`src/rtl/coh_pkg.sv`:
```
package coh_pkg;

  localparam int MSG_W = 4;

  typedef enum logic [1:0] {
    ST_INV    = 2'd0,
    ST_SHARED = 2'd1,
    ST_MOD    = 2'd2,
    ST_WAIT   = 2'd3
  } line_st_e;

  // agent -> home: 0x1..0x5, home -> agent: 0x8..0xC
  typedef enum logic [MSG_W-1:0] {
    M_NONE       = 4'h0,
    M_RD_REQ     = 4'h1,
    M_OWN_REQ    = 4'h2,
    M_WB_DATA    = 4'h3,
    M_INV_ACK    = 4'h4,
    M_FLUSH_DATA = 4'h5,
    M_RD_GRANT   = 4'h8,
    M_OWN_GRANT  = 4'h9,
    M_WB_ASK     = 4'hA,
    M_INV_ASK    = 4'hB,
    M_FLUSH_ASK  = 4'hC
  } msg_e;

endpackage

```
`src/rtl/coh_line_array.sv`:
```
module coh_line_array
  import coh_pkg::*;
#(
  parameter int LINES  = 8,
  parameter int TAG_W  = 5,
  parameter int DATA_W = 16,
  localparam int IDX_W = $clog2(LINES)
) (
  input  logic              clk,
  input  logic              rst_n,
  input  logic              we,
  input  logic [IDX_W-1:0]  w_idx,
  input  line_st_e          w_st,
  input  logic              w_tag_en,
  input  logic [TAG_W-1:0]  w_tag,
  input  logic              w_data_en,
  input  logic [DATA_W-1:0] w_data,
  input  logic [IDX_W-1:0]  a_idx,
  output line_st_e          a_st,
  output logic [TAG_W-1:0]  a_tag,
  output logic [DATA_W-1:0] a_data,
  input  logic [IDX_W-1:0]  b_idx,
  output line_st_e          b_st,
  output logic [TAG_W-1:0]  b_tag,
  output logic [DATA_W-1:0] b_data
);

  line_st_e          st_q   [LINES];
  logic [TAG_W-1:0]  tag_q  [LINES];
  logic [DATA_W-1:0] data_q [LINES];

  // only the coherence state is reset; tag and data are don't-care while invalid
  always_ff @(posedge clk or negedge rst_n) begin
    if (!rst_n) begin
      for (int i = 0; i < LINES; i++) st_q[i] <= ST_INV;
    end else if (we) begin
      st_q[w_idx] <= w_st;
    end
  end

  always_ff @(posedge clk) begin
    if (we && w_tag_en)  tag_q[w_idx]  <= w_tag;
    if (we && w_data_en) data_q[w_idx] <= w_data;
  end

  assign a_st   = st_q[a_idx];
  assign a_tag  = tag_q[a_idx];
  assign a_data = data_q[a_idx];
  assign b_st   = st_q[b_idx];
  assign b_tag  = tag_q[b_idx];
  assign b_data = data_q[b_idx];

endmodule

```
`src/rtl/coh_cpu_port.sv`:
```
module coh_cpu_port
  import coh_pkg::*;
#(
  parameter int TAG_W  = 5,
  parameter int IDX_W  = 3,
  parameter int DATA_W = 16,
  localparam int ADDR_W = TAG_W + IDX_W
) (
  input  logic              req_valid,
  input  logic              req_write,
  input  logic [TAG_W-1:0]  req_tag,
  input  logic [IDX_W-1:0]  req_idx,
  input  logic [DATA_W-1:0] req_wdata,
  input  logic              home_busy,
  input  line_st_e          line_st,
  input  logic [TAG_W-1:0]  line_tag,
  input  logic [DATA_W-1:0] line_data,
  output logic              ready,
  output logic [DATA_W-1:0] rdata,
  output logic              we,
  output line_st_e          w_st,
  output logic              w_tag_en,
  output logic [TAG_W-1:0]  w_tag,
  output logic              w_data_en,
  output logic [DATA_W-1:0] w_data,
  output logic              msg_valid,
  output msg_e              msg_type,
  output logic [ADDR_W-1:0] msg_addr,
  output logic [DATA_W-1:0] msg_data
);

  logic tag_eq, rd_ok, wr_ok, hit;

  always_comb begin
    tag_eq = (line_tag == req_tag);
    rd_ok  = tag_eq && (line_st == ST_SHARED || line_st == ST_MOD);
    wr_ok  = tag_eq && (line_st == ST_MOD);
    hit    = req_write ? wr_ok : rd_ok;
  end

  assign rdata = line_data;

  always_comb begin
    ready     = 1'b0;
    we        = 1'b0;
    w_st      = line_st;
    w_tag_en  = 1'b0;
    w_tag     = req_tag;
    w_data_en = 1'b0;
    w_data    = req_wdata;
    msg_valid = 1'b0;
    msg_type  = M_NONE;
    msg_addr  = {req_tag, req_idx};
    msg_data  = '0;
    if (req_valid && !home_busy) begin
      if (hit) begin
        ready = 1'b1;
        if (req_write) begin
          we        = 1'b1;
          w_st      = ST_MOD;
          w_data_en = 1'b1;
        end
      end else if (line_st == ST_WAIT) begin
        // stall until the outstanding grant arrives
      end else if (line_st == ST_MOD) begin
        // modified victim with a different tag: write it back first
        we        = 1'b1;
        w_st      = ST_INV;
        msg_valid = 1'b1;
        msg_type  = M_WB_DATA;
        msg_addr  = {line_tag, req_idx};
        msg_data  = line_data;
      end else begin
        we        = 1'b1;
        w_st      = ST_WAIT;
        w_tag_en  = 1'b1;
        msg_valid = 1'b1;
        msg_type  = req_write ? M_OWN_REQ : M_RD_REQ;
      end
    end
  end

endmodule

```
`src/rtl/coh_home_port.sv`:
```
module coh_home_port
  import coh_pkg::*;
#(
  parameter int TAG_W  = 5,
  parameter int IDX_W  = 3,
  parameter int DATA_W = 16,
  localparam int ADDR_W = TAG_W + IDX_W
) (
  input  logic              in_valid,
  input  logic [MSG_W-1:0]  in_type,
  input  logic [TAG_W-1:0]  in_tag,
  input  logic [IDX_W-1:0]  in_idx,
  input  logic [DATA_W-1:0] in_data,
  input  line_st_e          line_st,
  input  logic [TAG_W-1:0]  line_tag,
  input  logic [DATA_W-1:0] line_data,
  output logic              we,
  output line_st_e          w_st,
  output logic              w_data_en,
  output logic [DATA_W-1:0] w_data,
  output logic              msg_valid,
  output msg_e              msg_type,
  output logic [ADDR_W-1:0] msg_addr,
  output logic [DATA_W-1:0] msg_data
);

  logic tag_eq, waiting, owned;

  always_comb begin
    tag_eq  = (line_tag == in_tag);
    waiting = tag_eq && (line_st == ST_WAIT);
    owned   = tag_eq && (line_st == ST_MOD);
  end

  always_comb begin
    we        = 1'b0;
    w_st      = line_st;
    w_data_en = 1'b0;
    w_data    = in_data;
    msg_valid = 1'b0;
    msg_type  = M_NONE;
    msg_addr  = {in_tag, in_idx};
    msg_data  = '0;
    if (in_valid) begin
      case (msg_e'(in_type))
        M_RD_GRANT, M_OWN_GRANT: begin
          if (waiting) begin
            we        = 1'b1;
            w_data_en = 1'b1;
            w_st      = (msg_e'(in_type) == M_OWN_GRANT) ? ST_MOD : ST_SHARED;
          end
        end
        M_INV_ASK: begin
          msg_valid = 1'b1;
          msg_type  = M_INV_ACK;
          if (tag_eq && (line_st == ST_SHARED || line_st == ST_MOD)) begin
            we   = 1'b1;
            w_st = ST_INV;
          end
        end
        M_WB_ASK: begin
          if (owned) begin
            we        = 1'b1;
            w_st      = ST_SHARED;
            msg_valid = 1'b1;
            msg_type  = M_WB_DATA;
            msg_data  = line_data;
          end
        end
        M_FLUSH_ASK: begin
          if (owned) begin
            we        = 1'b1;
            w_st      = ST_INV;
            msg_valid = 1'b1;
            msg_type  = M_FLUSH_DATA;
            msg_data  = line_data;
          end
        end
        default: ;
      endcase
    end
  end

endmodule

```
`src/rtl/coh_cache_agent.sv`:
```
module coh_cache_agent
  import coh_pkg::*;
#(
  parameter int ADDR_W = 8,
  parameter int DATA_W = 16,
  parameter int LINES  = 8,
  localparam int IDX_W = $clog2(LINES),
  localparam int TAG_W = ADDR_W - IDX_W
) (
  input  logic              clk,
  input  logic              rst_n,
  input  logic              cpu_req_valid,
  input  logic              cpu_req_write,
  input  logic [ADDR_W-1:0] cpu_req_addr,
  input  logic [DATA_W-1:0] cpu_req_wdata,
  output logic              cpu_req_ready,
  output logic [DATA_W-1:0] cpu_rdata,
  input  logic              in_valid,
  input  logic [MSG_W-1:0]  in_type,
  input  logic [ADDR_W-1:0] in_addr,
  input  logic [DATA_W-1:0] in_data,
  output logic              out_valid,
  output logic [MSG_W-1:0]  out_type,
  output logic [ADDR_W-1:0] out_addr,
  output logic [DATA_W-1:0] out_data
);

  // reset: asserted asynchronously, released after two clock edges
  logic rst_meta_q, rst_core_n;
  always_ff @(posedge clk or negedge rst_n) begin
    if (!rst_n) begin
      rst_meta_q <= 1'b0;
      rst_core_n <= 1'b0;
    end else begin
      rst_meta_q <= 1'b1;
      rst_core_n <= rst_meta_q;
    end
  end

  logic [IDX_W-1:0] cpu_idx, home_idx;
  logic [TAG_W-1:0] cpu_tag, home_tag;
  assign cpu_idx  = cpu_req_addr[IDX_W-1:0];
  assign cpu_tag  = cpu_req_addr[ADDR_W-1:IDX_W];
  assign home_idx = in_addr[IDX_W-1:0];
  assign home_tag = in_addr[ADDR_W-1:IDX_W];

  line_st_e          a_st, b_st;
  logic [TAG_W-1:0]  a_tag, b_tag;
  logic [DATA_W-1:0] a_data, b_data;

  logic              c_we, c_tag_en, c_data_en, c_msg_v;
  line_st_e          c_st;
  logic [TAG_W-1:0]  c_tag;
  logic [DATA_W-1:0] c_data, c_msg_data;
  msg_e              c_msg_t;
  logic [ADDR_W-1:0] c_msg_addr;

  logic              h_we, h_data_en, h_msg_v;
  line_st_e          h_st;
  logic [DATA_W-1:0] h_data, h_msg_data;
  msg_e              h_msg_t;
  logic [ADDR_W-1:0] h_msg_addr;

  coh_cpu_port #(.TAG_W(TAG_W), .IDX_W(IDX_W), .DATA_W(DATA_W)) u_cpu (
    .req_valid (cpu_req_valid), .req_write (cpu_req_write),
    .req_tag   (cpu_tag),       .req_idx   (cpu_idx),
    .req_wdata (cpu_req_wdata), .home_busy (in_valid),
    .line_st   (a_st),          .line_tag  (a_tag),      .line_data (a_data),
    .ready     (cpu_req_ready), .rdata     (cpu_rdata),
    .we        (c_we),          .w_st      (c_st),
    .w_tag_en  (c_tag_en),      .w_tag     (c_tag),
    .w_data_en (c_data_en),     .w_data    (c_data),
    .msg_valid (c_msg_v),       .msg_type  (c_msg_t),
    .msg_addr  (c_msg_addr),    .msg_data  (c_msg_data)
  );

  coh_home_port #(.TAG_W(TAG_W), .IDX_W(IDX_W), .DATA_W(DATA_W)) u_home (
    .in_valid  (in_valid),  .in_type  (in_type),
    .in_tag    (home_tag),  .in_idx   (home_idx), .in_data (in_data),
    .line_st   (b_st),      .line_tag (b_tag),    .line_data (b_data),
    .we        (h_we),      .w_st     (h_st),
    .w_data_en (h_data_en), .w_data   (h_data),
    .msg_valid (h_msg_v),   .msg_type (h_msg_t),
    .msg_addr  (h_msg_addr), .msg_data (h_msg_data)
  );

  // home traffic owns the write port; the cpu port is idle whenever in_valid
  logic              w_we, w_tag_en, w_data_en;
  logic [IDX_W-1:0]  w_idx;
  line_st_e          w_st;
  logic [TAG_W-1:0]  w_tag;
  logic [DATA_W-1:0] w_data;

  always_comb begin
    if (in_valid) begin
      w_we      = h_we;
      w_idx     = home_idx;
      w_st      = h_st;
      w_tag_en  = 1'b0;
      w_tag     = home_tag;
      w_data_en = h_data_en;
      w_data    = h_data;
    end else begin
      w_we      = c_we;
      w_idx     = cpu_idx;
      w_st      = c_st;
      w_tag_en  = c_tag_en;
      w_tag     = c_tag;
      w_data_en = c_data_en;
      w_data    = c_data;
    end
  end

  coh_line_array #(.LINES(LINES), .TAG_W(TAG_W), .DATA_W(DATA_W)) u_lines (
    .clk (clk), .rst_n (rst_core_n),
    .we (w_we), .w_idx (w_idx), .w_st (w_st),
    .w_tag_en (w_tag_en), .w_tag (w_tag),
    .w_data_en (w_data_en), .w_data (w_data),
    .a_idx (cpu_idx),  .a_st (a_st), .a_tag (a_tag), .a_data (a_data),
    .b_idx (home_idx), .b_st (b_st), .b_tag (b_tag), .b_data (b_data)
  );

  // outgoing message register
  logic              out_v_d;
  logic [MSG_W-1:0]  out_t_d;
  logic [ADDR_W-1:0] out_a_d;
  logic [DATA_W-1:0] out_dat_d;

  always_comb begin
    out_v_d   = h_msg_v | c_msg_v;
    out_t_d   = h_msg_v ? h_msg_t    : c_msg_t;
    out_a_d   = h_msg_v ? h_msg_addr : c_msg_addr;
    out_dat_d = h_msg_v ? h_msg_data : c_msg_data;
  end

  always_ff @(posedge clk or negedge rst_core_n) begin
    if (!rst_core_n) out_valid <= 1'b0;
    else             out_valid <= out_v_d;
  end

  always_ff @(posedge clk) begin
    if (out_v_d) begin
      out_type <= out_t_d;
      out_addr <= out_a_d;
      out_data <= out_dat_d;
    end
  end

endmodule

```
`config.mk`:
```
export PLATFORM = sky130hd
export DESIGN_NAME = coh_cache_agent
export DESIGN_NICKNAME = d
export VERILOG_FILES = /design/src/rtl/coh_pkg.sv /design/src/rtl/coh_line_array.sv /design/src/rtl/coh_cpu_port.sv /design/src/rtl/coh_home_port.sv /design/src/rtl/coh_cache_agent.sv
export SDC_FILE = /design/constraint.sdc
export NUM_CORES = 1
export LEC_CHECK = 0
export CAP_MARGIN = 20
export CORE_ASPECT_RATIO = 1.25
export CORE_UTILIZATION = 40
export DETAILED_ROUTE_END_ITERATION = 8
export PLACE_DENSITY = 0.66
export SLEW_MARGIN = 20
export SYNTH_ARGS = -nofsm -noshare
export SYNTH_HDL_FRONTEND = slang
export SYNTH_SLANG_ARGS = --single-unit
export TNS_END_PERCENT = 50
```
`constraint.sdc`:
```
create_clock -name clk -period 4.2 [get_ports clk]
set_clock_uncertainty 0.15 [all_clocks]
set_input_delay 0.63 -clock clk [delete_from_list [all_inputs] [get_ports clk]]
set_output_delay 0.63 -clock clk [all_outputs]
set_load 0.01 [all_outputs]
```
==> results of run 1 <==
-- power by group --
group	switching, uW	internal [uW]
combinational	483	476
clock	800	1130
sequential	71.2	2460
-- metrics by stage --
stage / instances / power [uW]
6_report: 1119 / 5421
5_1_grt: 1119 / 5610
4_1_cts: 1119 / 5452
3_5_place_dp: 1079 / 3515
3_3_place_gp: 1079 / 3486
2_1_floorplan: 634 / 3132
-- how the worst min path moves through the flow --
stage / end / slack (ns) / cells past startpoint
final: u_lines.st_q[0] / 0.13 / 0
after global routing: rst_meta_q / 0.12 / 1
after CTS: rst_core_n / 0.12 / 1
after detailed placement: u_lines.st_q[9] / 0.16 / 0
after global placement: u_lines.st_q[12] / 0.14 / 0
after floorplan: out_valid / 0.06 / 0
-- layout by cell type, fill, tap and decap left out, types with 4 or more instances in the layout --
cell             instances
o21ai_0                  8
mux2_1                  10
clkdlybuf4s50_1         95
clkbuf_1                 7
clkbuf_16               23
mux2_2                  42
nor2_2                   9
buf_12                  10
buf_2                    4
edfxtp_1               195
nand2_1                 27
nor3_1                  10
o22ai_1                 10
a31oi_1                  4
ha_1                     4
o22ai_2                  9
inv_1                   26
buf_4                   33
mux2i_1                 54
dfrtp_1                 19
mux4_1                   5
nor2_1                  21
mux4_2                  81
nor2b_1                  4
xor2_1                   5
-- repair_timing --
action,4_1_cts,5_1_grt
setup endpoints to repair,0,1
hold endpoints to repair,0,0
resized for setup,0,6
-- cell families (layout without fill, tap and decap cells) --
logic type | count (synthesis) | in the layout
fa+ha+maj | 4 | 4
mux | 193 | 193
xor+xnor | 8 | 8
simple gates | 96 | 96
flops | 214 | 214
other cells | 2 | 2
compound gates | 52 | 52
buf+inv | 65 | 210
-- Yosys cell counts, types with 3 or more instances --
library cell / instances / area, um^2
nand3_1: 3 / 15.01
a31oi_1: 4 / 25.02
o21ai_0: 9 / 45.04
xor2_1: 5 / 43.79
nor2b_1: 4 / 25.02
or3_1: 3 / 18.77
nand2b_1: 3 / 18.77
ha_1: 4 / 50.05
mux2_2: 42 / 473.0
buf_1: 14 / 52.55
mux4_1: 5 / 131.4
nand2_1: 27 / 101.4
a21oi_1: 3 / 15.01
mux2_1: 10 / 112.6
mux4_2: 81 / 1824
o22ai_1: 10 / 62.56
edfxtp_1: 195 / 5856
dfrtp_1: 19 / 475.5
buf_6: 4 / 45.04
nor2_1: 30 / 112.6
inv_1: 27 / 101.4
buf_2: 5 / 25.02
nor3_1: 10 / 50.05
clkbuf_1: 12 / 45.04
buf_4: 3 / 22.52
o22ai_2: 9 / 112.6
mux2i_1: 55 / 550.5
-- final cells by class --
type / count / share of cell area
sequential: 214 / 0.4795
multi-input combinational: 355 / 0.3188
timing repair buffer: 143 / 0.1083
clock buffer: 30 / 0.04558
tap: 340 / 0.03222
clock inverter: 10 / 0.007866
inverter: 27 / 0.007676
-- worst max-delay path, delay by kind of cell, from the launching register on --
family | cells | cell delay [ns]
AND/OR/NAND/NOR | 3 | 0.58
flip-flops | 1 | 0.41
AO/OA/AOI/OAI | 1 | 0.14
multiplexers | 2 | 0.69
adder cells (fa/ha/maj) | 1 | 0.30
buffers and inverters | 2 | 0.62
-- state kept, by name, indices dropped and copies added (netlist names) --
name,flops
u_lines.data_q,128
u_lines.tag_q,40
out_data,16
u_lines.st_q,16
out_addr,8
out_type,3
out_valid,1
rst_core_n,1
rst_meta_q,1
-- layer usage --
| metal | vias to the layer above | routed length, um |
|---|---|---|
| met1 | 3382 | 10660 |
| met2 | 237 | 14070 |
| met3 | 51 | 1405 |
| li1 | 2826 | - |
| met5 | - | 0 |
| met4 | 0 | 912 |
==> run metrics, run 1 <==
status=complete, no violations; layout cells sized above 1=0.3030; drc violations=0; clk slew on worst S/H paths=0.06 ns; worst min path class=reg -> async; synthesized net count=695; mux share of post-synthesis cell area=0.2867; worst r2r path cells=10; I/O pins=103; VDD IR-drop max=0.2559 mV; global-route wire length before repair=40.49 mm; Cell Area, Synth=10780 um^2; Post-Route Setup TNS=0 ns; final setup fails=0; DR iter-0 viols=429; fill cell count=2178; chip height=185.6 um; post-route minimum period=4.028 ns; WL/cell=24.17 um; Util after Layout=0.5028; Critical Path Slowest Stage Cell=clkdlybuf4s50_1; Max Slew Vio Count=0; P&R area growth vs syn=22.43%; CP endpoint=cpu_req_ready; Post-DRT Antenna Nets=0; Syn Inst Count=634; RSZ-0062 raised after global routing=false; die span in x=148.9 um; Startpoint Class=flop; Final Hold Viols=0; largest net degree at the start of global routing=34; main combinational cell family by area after synthesis=multiplexers; leakage power figure=0.004572 uW; XOR/XNOR Fraction of Synth Area=0.007193; CP Class=reg -> out; fin area=13200 um^2; Root Buffer=clkbuf_16; CTS H-tree lvls=1; Seq/Total Area, Yosys=0.5871; Clock Path Buffers=3; ys flop type=edfxtp_1; dpl ws=0.05263 ns; FF+latch area=6331 um^2; Crit. Startpoint=u_lines.st_q[9]; Critical Path End Type=output port; # clock sinks=214; ant diodes=0; drt via density=5.805; Simple-Gate Fraction of Synth Area=0.04525; I/O Buffers=101; distinct cell type count after synthesis=59; initial core utilization=0.4107; Die Area=27620 um^2; number of global-route vias before repair=6984; EDFF count, synth=195; GRT overflow=0; fin crit share=0.9591; crit path cell chain=mux4_2 > mux2i_4 > inv_2 > ha_1 > o21ai_0 > and4_2 > nand2_1 > nor2_2 > clkdlybuf4s50_1; fin worst setup slack=0.1718 ns; power per cell area=410.6 nW/um^2; Num CTS Buffers=23; worst reg2reg setup slack=0.70 ns; Reg-to-Reg Start=u_lines.st_q[9]; adder-cell share of the synthesized area=0.004641; worst slew pin tran=0.8904 ns; Compound-Gate Fraction of Synth Area=0.04142; GR Util met2=0.3548; CP Max Fanout=5; Critical Path RT=3.42 ns; All-Layer GR Usage=0.1984; # Max-Cap Violations=0; NumNets Final=825; most used routing layer=met2; GR Util met1=0.2399; Placer Congestion=0.9227; antenna violations before repair=0; CTS tree=done; row count=66; area of the multi-input gates=4209 um^2; core footprint=26260 um^2; Post-Route WL=27.05 mm; later-pin clock latency in the skew report=0.52 ns; Yosys reg bits=214; Area after DPL=12480 um^2; R2R Path End=u_lines.tag_q[3][0]; grt met3 use=0.02574; Vias=6496; Avg Cell Area, Syn=17.01 um^2; ys async rst share=0.08879; first-pass iteration count of the detailed router=5; cts hold-fix bufs=0; CP Data Arrival Time=3.25 ns; DP HPWL=18.19 mm; WHS=0.1334 ns; CP max stage delay=0.54 ns; Yosys warnings=0; setup bufs post-CTS=0; relative slew slack=0.4001; Max Clk Rate=0.2482 GHz
Note: power is estimated with default switching activity, not from simulation.
==> run 2, diff against run 1 <==
Settings changed: DONT_BUFFER_PORTS from default to 1, PLACE_DENSITY 0.66 to 0.61.
==> run metrics, run 2 (synthesized netlist as in run 1, its figures left out) <==
switching part of the total=0.2380 (-0.01199); first-pass iteration count of the detailed router=5 (unchanged); initial core utilization=0.4107 (unchanged); power per cell area=431.2 nW/um^2 (+5.0%); NumNets Final=706 (-14%); core footprint=26260 um^2 (unchanged); CTS tree=done; chip height=185.6 um (unchanged); CTS H-tree lvls=1 (unchanged); Num CTS Buffers=23 (unchanged); Vias=5937 (-8.6%); Die Area=27620 um^2 (unchanged); DP HPWL=16.65 mm (-8.5%); antenna violations before repair=0 (unchanged); Area after DPL=11240 um^2 (-9.9%); worst min path class=reg -> async; max reg flops=128 (unchanged); Flop pwr share=0.493 (+0.026); commonest non-fill, non-tap cell in the layout=edfxtp_1; drc violations=0 (unchanged); I/O pins=103 (unchanged); fill cell count=2253 (+3.4%); Placer Congestion=0.9127 (-1.1%); Max Clk Rate=0.2662 GHz (+7.2%); All-Layer GR Usage=0.1920 (-0.006400); final setup fails=0 (unchanged); I/O Buffers=0 (-100%); Critical Path RT=3.42 ns (about the same); Net Switching=1227 uW (-9.4%); CP Class=reg -> out; Root Buffer=clkbuf_16; worst slew pin tran=0.8453 ns (-0.04510 ns); Int Pwr=3929 uW (-3.4%); # Max-Cap Violations=0 (unchanged); Post-DRT Antenna Nets=0 (unchanged); VDD IR-drop max=0.2741 mV (+7.1%); Final Hold Viols=0 (unchanged); area of the multi-input gates=4193 um^2 (-0.39%); global-route wire length before repair=38.89 mm (-4.0%); most frequent cells in the layout=195 x edfxtp_1, 81 x mux4_2, 55 x mux2i_1; relative slew slack=0.4305 (+0.03039); number of global-route vias before repair=6422 (-8.0%); P&R area growth vs syn=10.88%; post-route minimum period=3.756 ns (-0.2717 ns); CP Max Fanout=5 (unchanged); fin worst setup slack=0.4435 ns (+0.2717 ns); CP Data Arrival Time=2.98 ns (-0.27 ns); fin area=11960 um^2 (-9.4%); dpl ws=0.3458 ns (+0.2932 ns); Top Registers=u_lines.data_q (128), u_lines.tag_q (40); fin crit share=0.8944 (-0.06470); Max Slew Vio Count=0 (unchanged); Post-Route WL=25.82 mm (-4.5%); Critical Path End Type=output port; largest net degree at the start of global routing=57 (+68%); clk slew on worst S/H paths=0.06 ns (about the same); drt via density=5.937 (+2.3%); status=complete, no violations; WL/cell=25.82 um (+6.8%); # clock sinks=214 (unchanged); leakage power figure=0.004067 uW (-11%); layout cells sized above 1=0.3121 (+0.009169); Logic pwr share=0.132 (-0.045); Clk network pwr share=0.375 (+0.019); largest register by flop count=u_lines.data_q; Clock Path Buffers=3 (unchanged); GRT overflow=0 (unchanged); Startpoint Class=flop; DR iter-0 viols=389 (-9.3%); ant diodes=0 (unchanged); RSZ-0062 raised after global routing=false; later-pin clock latency in the skew report=0.52 ns (about the same); die span in x=148.9 um (unchanged); FF+latch area=6331 um^2 (unchanged); row count=66 (unchanged)
## run 2: changes by cell type in the layout (fill, tap and decap cells not counted), sizes merged
cell           change
clkdlybuf4s50     -95
dlygate4sd3        +1
buf               -25
clkbuf             -2
clkinv             +3
inv                -1
## run 2: critical path: stages, from the launching register on
cell and delay, ns:
dfrtp_1 0.39, mux4_2 0.47, mux2i_1 0.24, inv_1 0.15
ha_1 0.33, o21ai_0 0.14, and4_1 0.28, nand2_1 0.14
nor2_1 0.31
## run 2: cell type report
class | count | area share
clock buffer | 28 | 0.04970
clock inverter | 12 | 0.009836
inverter | 27 | 0.008475
multi-input combinational | 355 | 0.3506
sequential | 214 | 0.5295
tap | 340 | 0.03558
timing repair buffer | 24 | 0.01632
## run 2: worst paths after layout
| check | cells after the start | from | end | slack [ns] |
|---|---|---|---|---|
| worst max-delay path | 8 | u_lines.st_q[1] | cpu_req_ready | 0.44 |
| worst min-delay path | 0 | rst_core_n | u_lines.st_q[12] | 0.12 |
| worst max register to register | 11 | u_lines.st_q[1] | out_addr[5] | 0.57 |
| worst min register to register | 0 | rst_core_n | u_lines.st_q[12] | 0.12 |
| max in group asynchronous | 0 | rst_core_n | u_lines.st_q[15] | 3.35 |
| min in group clk | 1 | in_addr[4] | out_addr[4] | 0.18 |
## run 2: power groups by stage
stage | Combinational (uW) | Sequential, uW | Clock (uW)
6_report | 681 | 2540 | 1930
5_1_grt | 737 | 2560 | 2050
4_1_cts | 684 | 2550 | 1980
3_5_place_dp | 679 | 2590 | 0
3_3_place_gp | 663 | 2580 | 0
2_1_floorplan | 571 | 2560 | 0
## run 2: stage by stage
step,power (uW),hold slack [ns],cells,utilization,setup TNS (ns)
finish,5156,0.1246,1000,0.4554,0
global route,5347,0.1681,1000,0.4554,0
CTS,5207,0.1566,1000,0.4554,0
detailed placement,3269,0.1580,959,0.4279,0
global placement,3243,0.1267,959,0.4279,0
floorplan,3132,0.06323,634,-,-0.5526
## run 2: what timing repair did
item | CTS | global route
setup buffers | 0 | 0
resized for setup | 0 | 0
hold buffers | 1 | 0
endpoints found under the hold margin | 2 | 0
## run 2: per-layer routing
| metal | global-route usage | part of all wire | vias up |
|---|---|---|---|
| li1 | - | - | 2598 |
| met1 | 0.2271 | 0.38 | 3098 |
| met2 | 0.3520 | 0.53 | 201 |
| met3 | 0.03676 | 0.062 | 40 |
| met4 | 0.05633 | 0.025 | 0 |
| met5 | 0 | 0 | - |
